`config.mk`:
```
export PLATFORM = sky130hd
export DESIGN_NAME = epoch_seconds_clock
export DESIGN_NICKNAME = d
export VERILOG_FILES = /design/src/rtl/esc_pkg.sv /design/src/rtl/esc_prescaler.sv /design/src/rtl/esc_uptime.sv /design/src/rtl/esc_cmd.sv /design/src/rtl/epoch_seconds_clock.sv
export SDC_FILE = /design/constraint.sdc
export NUM_CORES = 1
export LEC_CHECK = 0
export BUFFER_PORTS_ARGS = -buffer_cell sky130_fd_sc_hd__buf_2
export CAP_MARGIN = 20
export CORE_MARGIN = 4
export CORE_UTILIZATION = 45
export DETAILED_ROUTE_END_ITERATION = 8
export GPL_TIMING_DRIVEN = 0
export PLACE_DENSITY = 0.62
export SETUP_SLACK_MARGIN = 0.3
export SLEW_MARGIN = 0
export SYNTH_ARGS = -nofsm -noshare
export SYNTH_HDL_FRONTEND = slang
export SYNTH_SLANG_ARGS = --single-unit
```
`constraint.sdc`:
```
create_clock -name clk -period 3.7 [get_ports clk]
set_input_delay 0.555 -clock clk [delete_from_list [all_inputs] [get_ports clk]]
set_output_delay 0.555 -clock clk [all_outputs]
set_load 0.005 [all_outputs]
```
`src/rtl/esc_pkg.sv`:
```
package esc_pkg;
    localparam int TIME_W = 32;
    localparam int LEN_W  = 8;
    localparam logic [TIME_W-1:0] EPOCH_GAP = 32'd2082844800;

    typedef logic [TIME_W-1:0] secs_t;

    typedef struct packed {
        logic            valid;
        logic [LEN_W-1:0] len;
        secs_t           arg;
    } set_req_t;

    typedef struct packed {
        logic            valid;
        logic [LEN_W-1:0] len;
    } get_req_t;

    function automatic secs_t boot_offset(input secs_t unix_secs);
        return unix_secs + EPOCH_GAP;
    endfunction

    function automatic logic set_ok(input set_req_t r);
        return r.valid && (r.len == LEN_W'(4));
    endfunction

    function automatic logic get_ok(input get_req_t r);
        return r.valid && (r.len == '0);
    endfunction
endpackage

```
`src/rtl/esc_prescaler.sv`:
```
module esc_prescaler #(
    parameter int TICKS_PER_SEC = 32768
) (
    input  logic clk,
    input  logic rst,
    output logic tick
);
    localparam int CW = (TICKS_PER_SEC > 1) ? $clog2(TICKS_PER_SEC) : 1;
    localparam logic [CW-1:0] LAST = CW'(TICKS_PER_SEC - 1);

    logic [CW-1:0] phase_q;

    always_ff @(posedge clk) begin
        if (rst) begin
            phase_q <= '0;
        end else if (phase_q == LAST) begin
            phase_q <= '0;
        end else begin
            phase_q <= phase_q + CW'(1);
        end
    end

    assign tick = !rst && (phase_q == LAST);

    generate
        if (TICKS_PER_SEC > 1) begin : g_pulse_chk
            a_r2_single_pulse: assert property (@(posedge clk) disable iff (rst)
                tick |=> !tick);
        end
    endgenerate
endmodule

```
`src/rtl/esc_uptime.sv`:
```
module esc_uptime
    import esc_pkg::*;
(
    input  logic  clk,
    input  logic  rst,
    input  logic  step,
    output secs_t uptime
);
    secs_t count_q;

    always_ff @(posedge clk) begin
        if (rst) begin
            count_q <= '0;
        end else if (step) begin
            count_q <= count_q + secs_t'(1);
        end
    end

    assign uptime = count_q;

    a_r3_hold_between_ticks: assert property (@(posedge clk) disable iff (rst)
        !step |=> $stable(uptime));
    a_r3_advance_on_tick: assert property (@(posedge clk) disable iff (rst)
        step |=> (uptime == $past(uptime) + secs_t'(1)));
endmodule

```
`src/rtl/esc_cmd.sv`:
```
module esc_cmd
    import esc_pkg::*;
#(
    parameter logic [31:0] BOOT_UNIX_SECS = 32'd0
) (
    input  logic     clk,
    input  logic     rst,
    input  set_req_t set_req,
    input  get_req_t get_req,
    input  secs_t    uptime,
    output logic     rsp_valid,
    output secs_t    rsp_data
);
    localparam secs_t RESET_OFFSET = boot_offset(BOOT_UNIX_SECS);

    secs_t offset_q;
    logic  do_set;
    logic  do_get;

    assign do_set = set_ok(set_req);
    assign do_get = get_ok(get_req);

    always_ff @(posedge clk) begin
        if (rst) begin
            offset_q  <= RESET_OFFSET;
            rsp_valid <= 1'b0;
            rsp_data  <= '0;
        end else begin
            rsp_valid <= do_get;
            if (do_get) begin
                rsp_data <= offset_q + uptime;
            end
            if (do_set) begin
                offset_q <= set_req.arg - uptime;
            end
        end
    end

    a_r7_offset_hold: assert property (@(posedge clk) disable iff (rst)
        !do_set |=> $stable(offset_q));
    a_r4_reply_follows: assert property (@(posedge clk) disable iff (rst)
        do_get |=> rsp_valid);
    a_r5_no_stray_reply: assert property (@(posedge clk) disable iff (rst)
        !do_get |=> !rsp_valid);
endmodule

```
`src/rtl/epoch_seconds_clock.sv`:
```
module epoch_seconds_clock
    import esc_pkg::*;
#(
    parameter int          TICKS_PER_SEC  = 32768,
    parameter logic [31:0] BOOT_UNIX_SECS = 32'd0
) (
    input  logic        clk,
    input  logic        rst,
    input  logic        set_valid,
    input  logic [7:0]  set_len,
    input  logic [31:0] set_arg,
    input  logic        get_valid,
    input  logic [7:0]  get_len,
    output logic        rsp_valid,
    output logic [31:0] rsp_data,
    output logic        tick
);
    set_req_t set_req;
    get_req_t get_req;
    secs_t    uptime;
    logic     sec_pulse;

    assign set_req = '{valid: set_valid, len: set_len, arg: set_arg};
    assign get_req = '{valid: get_valid, len: get_len};

    esc_prescaler #(.TICKS_PER_SEC(TICKS_PER_SEC)) u_div (
        .clk  (clk),
        .rst  (rst),
        .tick (sec_pulse)
    );

    esc_uptime u_up (
        .clk    (clk),
        .rst    (rst),
        .step   (sec_pulse),
        .uptime (uptime)
    );

    esc_cmd #(.BOOT_UNIX_SECS(BOOT_UNIX_SECS)) u_cmd (
        .clk       (clk),
        .rst       (rst),
        .set_req   (set_req),
        .get_req   (get_req),
        .uptime    (uptime),
        .rsp_valid (rsp_valid),
        .rsp_data  (rsp_data)
    );

    assign tick = sec_pulse;

    a_r1_quiet_after_reset: assert property (@(posedge clk)
        rst |=> (!rsp_valid && !tick));
endmodule

```
==> results.json <==
{
  "outcome": "completed",
  "hold_viol": 0,
  "leakagePower_nw": 3.64,
  "max_cap_violations": 0,
  "setup-violations-final": 0,
  "rsz0062_at_grt": "no",
  "gp_congestion": 0.887,
  "yosysWarnings": 0,
  "die_w_um": 138,
  "p_clk_share_pct": 42.4,
  "timing.hold.ws_ns": 0.449,
  "start_kind": "flip-flop",
  "synth_area_um2": 7640,
  "fin_crit_ns": 3.18,
  "cts_tree": "built",
  "std_cell_rows": 47,
  "syn_inst": 971,
  "slew_viol_final": 0,
  "clk_pin_slew_worst_paths_ns": 0.07,
  "die_h_um": 138,
  "hold_class": "reg -> reg",
  "mostFrequentLayoutCells": "nand2_1 (117), dfxtp_1 (111), nor2_1 (88), a21oi_1 (87), buf_2 (84)",
  "nets": 1185,
  "diodes": 0,
  "grt_usage_pct": 20.9,
  "insertion_delay_ns": 0.35,
  "die_area_um2": 19100,
  "finalSetupTns_ns": 0,
  "path_max_fanout": 8,
  "cts_inserted_buffers": 9,
  "drive_gt1_share_pct": 11.5,
  "fin_crit_sh_pct": 86.0,
  "grt_max_degree": 19,
  "avgSynthCellArea_um2": 7.87,
  "pwr-share-comb_pct": 9.8,
  "synth_fp_nets": 1089,
  "wire_per_inst_um": 15.9,
  "grt_pass1_wl_um": 33200,
  "clock_path_buffers": 2,
  "synth.distinct_cells": 71,
  "cp.arrival_ns": 3.42,
  "route.detailed.drc": 0,
  "wl_um": 20600,
  "drtPass1Iterations": 5,
  "fmax_mhz": 314,
  "fill_cells": 1653,
  "cts.sinks": 112,
  "antenna_found_initial": 0,
  "ys_seq_area_share_pct": 29.3,
  "first_global_vias": 6321,
  "start_util_pct": 45.9,
  "io_buffers": 84,
  "critPathCaptureType": "flip-flop",
  "ir_worst_vdd_mv": 0.199,
  "power_density_nw_per_um2": 292,
  "worstPathRequired_ns": 3.94,
  "timing.slew.headroom_pct": 51.1,
  "cts_hold_buffers": 0,
  "area_growth_pct": 13.6,
  "grt_remaining_overflow": 0,
  "root_buffer": "clkbuf_16",
  "synthFlopType": "dfxtp_1",
  "final_common_cell": "nand2_1",
  "worst_pin_slew_ns": 0.728,
  "routed-via-count": 6967,
  "dp_hpwl_um": 16400,
  "viasPerCell": 5.39,
  "multiInputGateArea_um2": 5050,
  "ys_async_sr_fraction_pct": 0,
  "seqPwrFrac_pct": 47.8,
  "core_um2": 16600,
  "criticalPathCategory": "reg -> reg",
  "pin_count": 86,
  "clock_skew_ns": 0.00637,
  "p_switching_mw": 0.611,
  "seq_area_um2": 2240,
  "drtAntennaViolNets": 0,
  "ys_ff_latch": 112,
  "synth-edff-count": 0,
  "htree_levels": 3,
  "switching_share_pct": 24.1,
  "p_total_mw": 2.54,
  "p_int_mw": 1.92,
  "initialDrtViolationCount": 487
}
worst paths after layout:
check | startpoint | endpoint | slack [ns] | cells after the start
worst max-delay path | u_up.uptime[0] | u_cmd.rsp_data[24] | 0.52 | 10
worst min-delay path | u_cmd.rsp_data[9] | u_cmd.rsp_data[9] | 0.45 | 2
worst max register to register | u_up.uptime[0] | u_cmd.rsp_data[24] | 0.52 | 10
worst min register to register | u_cmd.rsp_data[9] | u_cmd.rsp_data[9] | 0.45 | 2
logic make-up after synthesis:
logic type	share of synthesized area, %
flops	29.3
mux	0.802
xor+xnor	9.28
compound gates	21.7
buf+inv	4.68
simple gates	23.2
fa+ha+maj	11.0
layer usage:
layer / up-vias / share of wire [%] / GRT usage (%)
li1: 3669 / - / -
met1: 3135 / 54 / 33.2
met2: 153 / 41 / 30.1
met3: 10 / 4.1 / 3.04
met4: 0 / 0.70 / 3.90
met5: - / 0 / 0
power groups by stage:
stage | clock network, mW | registers (mW) | logic, mW
3_3_place_gp | 0 | 1.24 | 0.245
6_report | 1.08 | 1.21 | 0.248
5_1_grt | 1.15 | 1.21 | 0.275
3_5_place_dp | 0 | 1.24 | 0.245
4_1_cts | 1.09 | 1.21 | 0.247
2_1_floorplan | 0 | 1.24 | 0.167
cells in the mapped netlist, types with 7 or more instances:
cell type,n,area share [%]
nor2_1,88,4.3
clkbuf_1,31,1.5
nand2_1,117,5.7
a21oi_1,87,5.7
xor2_1,27,3.1
o21bai_1,10,0.98
xnor2_1,54,6.2
inv_1,49,2.4
o21ai_0,38,2.5
a31oi_1,14,1.1
or3_1,13,1.1
and4_1,7,0.80
a21o_1,37,3.6
nand4_1,22,1.8
and3_1,11,0.90
a211oi_1,11,1.1
dfxtp_1,112,29
o211ai_1,12,1.2
nor3_1,22,1.4
ha_1,64,10
nand2b_1,7,0.57
nand3_1,36,2.4
cell type report:
type                       count  share of cell area [%]
buffer                        39                    1.96
tap                          220                    3.17
inverter                      50                    2.16
clock buffer                  10                    2.75
timing repair buffer          85                    4.93
multi-input combinational    770                    58.1
clock inverter                 6                    1.05
sequential                   112                    25.8
state kept, by name, indices dropped and copies added, names as in the netlist:
register and count:
u_up.uptime 32, u_cmd.rsp_data 32, u_cmd.rsp_valid 1, u_div.phase_q 15, u_cmd.offset_q 32
stage by stage:
step           instances  util (%)  setup WS [ns]  area [µm²]
2_1_floorplan        971         -          0.837        7640
3_3_place_gp        1275      50.1          0.386        8340
3_5_place_dp        1275      50.1          0.376        8340
4_1_cts             1291      52.1          0.363        8670
5_1_grt             1292      52.2          0.292        8680
6_report            1292      52.2          0.519        8680
critical path: stages (launching register included):
cell	delay (ns)
dfxtp_1	0.44
ha_1	0.27
fa_1	0.40
a21oi_1	0.20
o21ai_0	0.22
a2111oi_2	0.44
o21ai_1	0.21
a31oi_2	0.28
o21ai_1	0.16
nand4_1	0.12
or3b_1	0.34
timing repair:
item / CTS / global route
endpoints found under the setup margin: 0 / 6
setup buffers: 0 / 1
resized for setup: 0 / 2
Power figures use the tool's default switching activity.
